## src/rtl/pwm2_pkg.sv

```systemverilog
package pwm2_pkg;

    localparam int CNT_W  = 12;
    localparam int ADDR_W = 2;

    localparam logic [ADDR_W-1:0] SEL_TOP  = 2'd0;
    localparam logic [ADDR_W-1:0] SEL_DUTA = 2'd1;
    localparam logic [ADDR_W-1:0] SEL_DUTB = 2'd2;
    localparam logic [ADDR_W-1:0] SEL_CLR  = 2'd3;

    typedef enum logic {SUB_A = 1'b0, SUB_B = 1'b1} sub_e;
    typedef enum logic {DIR_UP = 1'b0, DIR_DN = 1'b1} dir_e;

    typedef struct packed {
        logic             centered;
        logic [CNT_W-1:0] top;
        logic [CNT_W-1:0] duty_a;
        logic [CNT_W-1:0] duty_b;
    } cfg_t;

    // last clock of a sub-cycle for the given working settings
    function automatic logic sub_last(input cfg_t c, input logic [CNT_W-1:0] cnt,
                                      input dir_e dir);
        logic [CNT_W-1:0] one;
        one = {{(CNT_W-1){1'b0}}, 1'b1};
        if (c.centered)
            return ((dir == DIR_DN) && (cnt == one)) ||
                   ((dir == DIR_UP) && (cnt == c.top) && (c.top == one));
        else
            return cnt == c.top;
    endfunction

endpackage

```

## src/rtl/pwm2_regs.sv

```systemverilog
module pwm2_regs
    import pwm2_pkg::*;
(
    input  logic              clk,
    input  logic              rst,
    input  logic              wr_en,
    input  logic [ADDR_W-1:0] wr_addr,
    input  logic [CNT_W-1:0]  wr_data,
    input  logic              mode_in,
    input  logic              bnd,
    output cfg_t              act,
    output logic              clr_req
);

    cfg_t shd;

    always_ff @(posedge clk) begin
        if (rst) begin
            shd     <= '0;
            act     <= '0;
            clr_req <= 1'b0;
        end else begin
            if (wr_en) begin
                case (wr_addr)
                    SEL_TOP:  shd.top    <= wr_data;
                    SEL_DUTA: shd.duty_a <= wr_data;
                    SEL_DUTB: shd.duty_b <= wr_data;
                    default:  ;
                endcase
            end
            if (bnd) begin
                act.centered <= mode_in;
                act.top      <= shd.top;
                act.duty_a   <= shd.duty_a;
                act.duty_b   <= shd.duty_b;
            end
            if (wr_en && wr_addr == SEL_CLR)
                clr_req <= 1'b1;
            else if (bnd)
                clr_req <= 1'b0;
        end
    end

    assert_hold_between_R5: assert property (@(posedge clk) disable iff (rst)
        !bnd |=> $stable(act));

    assert_mode_held_R6: assert property (@(posedge clk) disable iff (rst)
        (!bnd && mode_in != act.centered) |=> $stable(act.centered));

endmodule

```

## src/rtl/pwm2_timebase.sv

```systemverilog
module pwm2_timebase
    import pwm2_pkg::*;
(
    input  logic             clk,
    input  logic             rst,
    input  cfg_t             act,
    output logic [CNT_W-1:0] cnt,
    output sub_e             sub,
    output logic             cyc_last,
    output logic             bnd
);

    localparam logic [CNT_W-1:0] ONE = {{(CNT_W-1){1'b0}}, 1'b1};

    dir_e dir;
    logic idle;
    logic last;

    assign idle     = (act.top == '0);
    assign last     = sub_last(act, cnt, dir);
    assign cyc_last = !idle && (sub == SUB_B) && last;
    assign bnd      = idle || cyc_last;

    always_ff @(posedge clk) begin
        if (rst || idle) begin
            cnt <= '0;
            sub <= SUB_A;
            dir <= DIR_UP;
        end else if (last) begin
            cnt <= '0;
            dir <= DIR_UP;
            sub <= (sub == SUB_A) ? SUB_B : SUB_A;
        end else if (act.centered && dir == DIR_UP && cnt == act.top) begin
            cnt <= act.top - ONE;
            dir <= DIR_DN;
        end else if (dir == DIR_DN) begin
            cnt <= cnt - ONE;
        end else begin
            cnt <= cnt + ONE;
        end
    end

    assert_cnt_bounded_R2: assert property (@(posedge clk) disable iff (rst)
        cnt <= act.top);

    assert_idle_zero_R10: assert property (@(posedge clk) disable iff (rst)
        idle |=> (cnt == '0 && sub == SUB_A));

    assert_restart_R7: assert property (@(posedge clk) disable iff (rst)
        cyc_last |=> (cnt == '0 && sub == SUB_A));

    assert_centered_turn_R3: assert property (@(posedge clk) disable iff (rst)
        (act.centered && dir == DIR_UP && cnt == act.top && act.top > ONE)
            |=> cnt == $past(act.top) - ONE);

endmodule

```

## src/rtl/pwm2_guard.sv

```systemverilog
module pwm2_guard (
    input  logic clk,
    input  logic rst,
    input  logic fault_in,
    input  logic clr_req,
    input  logic bnd,
    input  logic raw_a,
    input  logic raw_b,
    output logic out_a,
    output logic out_b
);

    logic held;

    always_ff @(posedge clk) begin
        if (rst)
            held <= 1'b0;
        else if (fault_in)
            held <= 1'b1;
        else if (bnd && clr_req)
            held <= 1'b0;
    end

    // protection path is combinational so no clock edge is needed
    assign out_a = raw_a && !fault_in && !held;
    assign out_b = raw_b && !fault_in && !held;

    assert_fault_blanks_R8: assert property (@(posedge clk) disable iff (rst)
        fault_in |-> (!out_a && !out_b));

    assert_fault_latches_R9: assert property (@(posedge clk) disable iff (rst)
        fault_in |=> (!out_a && !out_b && held));

endmodule

```

## src/rtl/pwm2_subcycle_gen.sv

```systemverilog
module pwm2_subcycle_gen
    import pwm2_pkg::*;
(
    input  logic              clk,
    input  logic              rst,
    input  logic              wr_en,
    input  logic [ADDR_W-1:0] wr_addr,
    input  logic [CNT_W-1:0]  wr_data,
    input  logic              mode_centered,
    input  logic              fault_in,
    output logic              out_a,
    output logic              out_b,
    output logic              cycle_end,
    output logic [CNT_W-1:0]  count
);

    cfg_t act;
    logic clr_req;
    logic bnd;
    sub_e sub;
    logic raw_a;
    logic raw_b;
    logic running;

    pwm2_regs u_regs (
        .clk     (clk),
        .rst     (rst),
        .wr_en   (wr_en),
        .wr_addr (wr_addr),
        .wr_data (wr_data),
        .mode_in (mode_centered),
        .bnd     (bnd),
        .act     (act),
        .clr_req (clr_req)
    );

    pwm2_timebase u_tb (
        .clk      (clk),
        .rst      (rst),
        .act      (act),
        .cnt      (count),
        .sub      (sub),
        .cyc_last (cycle_end),
        .bnd      (bnd)
    );

    assign running = (act.top != '0);
    assign raw_a   = running && (sub == SUB_A) && (count < act.duty_a);
    assign raw_b   = running && (sub == SUB_B) && (count < act.duty_b);

    pwm2_guard u_guard (
        .clk      (clk),
        .rst      (rst),
        .fault_in (fault_in),
        .clr_req  (clr_req),
        .bnd      (bnd),
        .raw_a    (raw_a),
        .raw_b    (raw_b),
        .out_a    (out_a),
        .out_b    (out_b)
    );

    assert_exclusive_R4: assert property (@(posedge clk) disable iff (rst)
        !(out_a && out_b));

    assert_single_pulse_R7: assert property (@(posedge clk) disable iff (rst)
        cycle_end |=> !cycle_end);

endmodule

```

## config.mk

```make
export PLATFORM = sky130hd
export DESIGN_NAME = pwm2_subcycle_gen
export DESIGN_NICKNAME = d
export VERILOG_FILES = /design/src/rtl/pwm2_pkg.sv /design/src/rtl/pwm2_regs.sv /design/src/rtl/pwm2_timebase.sv /design/src/rtl/pwm2_guard.sv /design/src/rtl/pwm2_subcycle_gen.sv
export SDC_FILE = /design/constraint.sdc
export NUM_CORES = 1
export LEC_CHECK = 0
export ABC_CLOCK_PERIOD_IN_PS = 3200
export CORE_MARGIN = 1.5
export CORE_UTILIZATION = 60
export CTS_CLUSTER_DIAMETER = 60
export DETAILED_ROUTE_END_ITERATION = 7
export DONT_BUFFER_PORTS = 1
export GPL_TIMING_DRIVEN = 0
export PLACE_DENSITY = 0.76
export SLEW_MARGIN = 20
export SYNTH_ARGS = -nofsm -noshare
export SYNTH_HDL_FRONTEND = slang
export SYNTH_HIERARCHICAL = 1
export SYNTH_SLANG_ARGS = --single-unit
```

## constraint.sdc

```tcl
create_clock -name clk -period 3.2 [get_ports clk]
set_input_delay 0.96 -clock clk [delete_from_list [all_inputs] [get_ports clk]]
set_output_delay 0.96 -clock clk [all_outputs]
set_load 0.03 [all_outputs]
```

==> flow_summary.ini, run 1 <==
[cts]
cts.clk_slew.worst_paths_ns = 0.09
clk_latency_ns = 0.36
hold_buffers = 0
htreeDepth = 3
cts_buffers = 9
cts_buffer_depth = 2
clock_sinks = 89
cts_tree = built
root_buffer = clkbuf_8

[timing]
slew_headroom_pct = 59.7
holdWs_ns = 0.476
setup_viol = 0
max_freq_mhz = 316
layout_worst_path_cycle_share_pct = 98.9
hold_viol = 0
tightest_slew_ns = 0.602
finalCriticalPeriod_ns = 3.16
drv_slew = 0
skew_ns = 0.0102

[layout]
n_antenna_cell = 0
drive_above_1_share_pct = 16.3
utilization_pct = 68.4
final_area_mm2 = 0.00537
fin_cells = 631
fin_nets = 571
syn_to_final_growth_pct = 8.83
final_cell_mix = 77 x dfxtp_1, 75 x mux2i_1, 55 x nor2_1, 50 x nand2b_1, 33 x inv_1
final_common_cell = dfxtp_1

[routing]
viasPerCell = 5.78
drtIter0Drc = 216
first_pass_iters = 5
avgRoutedWirePerCell_um = 18.1
drt_wl_total_mm = 11.4
vias = 3650
ant_nets = 0
drc = 0

[die]
initial_utilization_pct = 62.8
dieArea_mm2 = 0.00877
placementRows = 32
die_x_um = 93.7
die_h_um = 93.7
io_pins = 34
core_area_mm2 = 0.00785

[global_routing]
globalRouteTotalUtil_pct = 27.0
antenna_found_initial = 0
use_met1_pct = 38.0
grt_max_degree = 17
grt_pass1_wl_mm = 17.8
gr-total-overflow = 0
first_global_vias = 3486
grtUsageMet3_pct = 4.61
grtUsageMet2_pct = 40.9
busiest_layer = met2

[hold_path]
min_path_type = reg2reg

[critical_path]
worstSetupPathType = reg2out
slowest_delay_ns = 0.42
cp_max_fo = 7
cpMaxStageDelayCell = dfxtp_4
end_kind = output pin
start_kind = flip-flop
required_ns = 2.24
critPathArrivalTime_ns = 2.20
path_buf_inv = 1
crit_family = simple AND/OR/NAND/NOR gates
path_cells = buf_8 > xor2_1 > nor4_2 > nand3_2 > o21a_4 > nor3_4

[synth]
ys_top_cells_by_area = dfxtp_1 36%, mux2i_1 15%, ha_1 7.1%
synth_flop_cell = dfxtp_1
netlist_area_mm2 = 0.00493
synth_edf_count = 0
synth_top_area_cell = dfxtp_1
synth_cells = 509
yosysUniqueCellTypes = 56
avgSynthCellArea_um2 = 9.69
synth-seq-cells = 89
async_reset_ff_share_pct = 0
synth_top_area_share_pct = 36.1
ys_warn_count = 6
synth_seq_area_share_pct = 36.1
syn_nets = 556

[power_and_ir_drop]
combPwrFrac_pct = 24.2
power_uw = 2660
power.share.clock_pct = 30.0
p_sw_uw = 843
p_leak_uw = 0.00237
power.share.sequential_pct = 45.7
ir_drop_mv = 0.361
p_per_area_mw_per_mm2 = 496
switching_share_pct = 31.7
internal-power_uw = 1820

[placement]
dp.cells = 611
placed_area_mm2 = 0.00506
io_buffers = 0
place.gp.congestion = 0.920
dp_hpwl_mm = 8.76

[outcome]
outcome = complete, no violations

[flow_run]
cap_violations = 0
-- kinds of logic (layout without fill, tap and decap cells) --
family / count (synthesis) / count (layout) / share of synthesized area (%)
adder cells (fa/ha/maj): 28 / 28 / 7.10
multiplexers: 76 / 76 / 15.5
XOR/XNOR: 30 / 30 / 5.33
buffers and inverters: 61 / 81 / 6.93
AND/OR/NAND/NOR: 175 / 175 / 20.8
AO/OA/AOI/OAI: 50 / 50 / 8.22
flip-flops: 89 / 89 / 36.1
-- routing by layer --
layer	vias up	wire (um)
met4	0	334
met2	105	5120
li1	1779	-
met3	26	634
met5	-	0
met1	1740	5360
-- final timing paths --
path                                     start             to  slack (ns)  cells past startpoint
worst max-delay path               u_tb/cnt[3]      cycle_end        0.04                      6
worst min register to register  u_regs/clr_req   u_guard/held        0.48                      1
worst min-delay path            u_regs/clr_req   u_guard/held        0.48                      1
worst max register to register     u_tb/cnt[3]  u_regs/act[8]        0.38                     11
-- sequential cells by signal, summed over array words and instances, names as in the netlist --
name            count
u_tb/sub            1
u_regs/shd         36
u_tb/dir            1
u_guard/held        1
u_regs/clr_req      1
u_tb/cnt           12
u_regs/act         37
-- power groups by stage --
| stage | combinational (uW) | sequential [uW] | clock (uW) |
|---|---|---|---|
| CTS | 617 | 1220 | 809 |
| finish | 645 | 1220 | 800 |
| global route | 694 | 1220 | 857 |
| detailed placement | 593 | 1250 | 0 |
| global placement | 577 | 1250 | 0 |
| floorplan | 492 | 1220 | 0 |
-- area by class of cell --
type | instances | area [um^2]
Buffer | 28 | 224
Clock buffer | 10 | 128
Clock inverter | 6 | 75.1
Fill cell | 621 | 2480
Inverter | 33 | 124
Multi-Input combinational cell | 359 | 2840
Sequential cell | 89 | 1820
Tap cell | 102 | 128
Timing Repair Buffer | 4 | 30.0
-- repair_timing --
action	4_1_cts	5_1_grt
buffers inserted	2	2
endpoints found under the hold margin	0	0
resized for setup	26	2
setup endpoints to repair	3	1
pin swaps	5	4
-- synthesized netlist by cell type, types with 4 or more instances --
cell type   n
a211oi_2    8
a21oi_1    13
and3_1      4
buf_2       7
buf_4       7
buf_6       8
clkbuf_1    4
dfxtp_1    89
ha_1       28
inv_1      33
mux2i_1    75
nand2_1     6
nand2b_1   50
nand3_1    11
nand4_1     7
nor2_1     55
nor3_1      5
nor4_1      7
nor4_2      4
o21ai_0     5
xnor2_1    10
xor2_1     20
-- stage by stage --
step                      worst slack, ns  TNS [ns]
after global routing              -0.0294   -0.0294
after floorplan                   0.00752         0
after CTS                          0.0183         0
after global placement             -0.364    -0.364
after detailed placement           -0.393    -0.393
final                              0.0368         0
(Power assumes the default switching activity.)
==> inputs of run 2 (changes only) <==
GPL_TIMING_DRIVEN = not set   (was 0)
HOLD_SLACK_MARGIN = 0.03   (was not set)
==> flow_summary.ini, run 2 (same netlist as run 1, synthesis figures left out) <==
[power_and_ir_drop]
p_leak_uw = 0.00232
p_per_area_mw_per_mm2 = 498
ir_drop_mv = 0.290

[timing]
slew_headroom_pct = 35.7
drv_slew = 0
fin_ws_ns = 0.111
tightest_slew_ns = 0.962
layout_worst_path_cycle_share_pct = 96.5
max_freq_mhz = 324
skew_ns = 0.0130
hold_viol = 0
setup_viol = 0
finalCriticalPeriod_ns = 3.09

[cts]
hold_buffers = 0
cts_tree = built
clk_latency_ns = 0.36
cts.clk_slew.worst_paths_ns = 0.09
cts_buffers = 9
root_buffer = clkbuf_8
clock_sinks = 89
htreeDepth = 3
cts_buffer_depth = 2

[die]
dieArea_mm2 = 0.00877
initial_utilization_pct = 62.8
placementRows = 32
io_pins = 34
core_area_mm2 = 0.00785
die_x_um = 93.7
die_h_um = 93.7

[critical_path]
r2r_cells = 8
required_ns = 2.24
path_buf_inv = 1
worstSetupPathType = reg2out
r2r_slack_ns = 0.88
r2r-end = u_regs/act[21]
cpMaxStageDelayCell = dfxtp_1
cp_max_fo = 3
start_kind = flip-flop
path_cells = xor2_1 > nor4_2 > nand3_1 > o21a_2 > nor3_1 > buf_4
end_kind = output pin
critPathArrivalTime_ns = 2.13
crit_family = simple AND/OR/NAND/NOR gates
reg2reg_from = u_tb/cnt[2]
slowest_delay_ns = 0.46

[layout]
final_cell_mix = 75 x dfxtp_1, 75 x mux2i_1, 55 x nor2_1, 50 x nand2b_1, 33 x inv_1
top_regs = u_regs/act (37), u_regs/shd (36), u_tb/cnt (12)
largest-register = u_regs/act
syn_to_final_growth_pct = 6.32
utilization_pct = 66.8
largest_reg_flops = 37
drive_above_1_share_pct = 15.3
n_antenna_cell = 0
fin_nets = 558

[routing]
drtIter0Drc = 190
wl_met1_mm = 5.27
avgRoutedWirePerCell_um = 17.8
viasPerCell = 5.72
drc = 0
met3_length_um = 548
wl_met2_mm = 5.06
ant_nets = 0
vias = 3532
drt_wl_total_mm = 11.0
first_pass_iters = 4
top_layer = met4

[placement]
dp_hpwl_mm = 8.05
io_buffers = 0
place.gp.congestion = 0.961
dp_worst_setup_slack_ns = 0.382

[global_routing]
grt_pass1_wl_mm = 17.4
grt_max_degree = 89
globalRouteTotalUtil_pct = 26.3
antenna_found_initial = 0
first_global_vias = 3311
gr-total-overflow = 0

[outcome]
outcome = complete, no violations

[flow_run]
cap_violations = 0

[hold_path]
min_path_type = reg2reg
hp-start = u_regs/shd[10]
whs_path_depth = 2
min_to = u_regs/shd[10]
==> run 2: cell types whose count changed in the layout (fill, tap and decap cells not counted), sizes merged <==
cell and change:
buf -8, clkbuf -5, inv -2, clkinv +2
==> run 2: worst max-delay path by stage <==
stage / end / cells after the start / start
2_1_floorplan: cycle_end / 6 / u_tb/cnt[7]
3_3_place_gp: cycle_end / 6 / u_regs/act[28]
3_5_place_dp: cycle_end / 6 / u_tb/cnt[7]
4_1_cts: cycle_end / 6 / u_regs/act[28]
5_1_grt: cycle_end / 6 / u_tb/cnt[2]
6_report: cycle_end / 6 / u_tb/cnt[2]
==> run 2: worst min-delay path: cells and delay by family (launching register included) <==
kind | cells | cell delay (ns)
flip-flops | 1 | 0.32
multiplexers | 1 | 0.06
AND/OR/NAND/NOR | 1 | 0.07
==> run 2: power by group <==
part	switching, uW	internal, uW	total (uW)
Combinational	337	268	605
Sequential	52.5	1150	1200
Clock	428	372	800
Total	817	1790	2610
==> run 2: area by class of cell <==
type | count | area [um^2]
multi-input combinational | 359 | 2830
clock buffer | 10 | 128
tap | 102 | 128
fill | 640 | 2610
inverter | 33 | 124
timing repair buffer | 19 | 155
clock inverter | 6 | 80.1
sequential | 89 | 1800
==> run 2: metal layers <==
layer / GRT usage (%) / up-vias
met3: 4.53 / 15
met1: 37.1 / 1681
met2: 40.6 / 81
met5: 0 / -
li1: - / 1755
met4: 9.20 / 0
==> run 2: metrics by stage <==
step	total power [uW]	setup TNS, ns	hold WS, ns	cell area, um^2	std cells
6_report	2610	0	0.482	5240	618
5_1_grt	2720	-0.0111	0.496	5240	618
4_1_cts	2610	0	0.483	5210	617
3_5_place_dp	1820	0	0.469	5000	601
3_3_place_gp	1810	0	0.461	5000	601
2_1_floorplan	1720	0	0.448	4930	509
==> run 2: timing repair <==
| item | CTS | global route |
|---|---|---|
| pin swaps | 0 | 2 |
| endpoints found under the hold margin | 0 | 0 |
| gates resized for setup | 3 | 13 |
| endpoints found under the setup margin | 1 | 2 |
| buffers inserted | 0 | 1 |
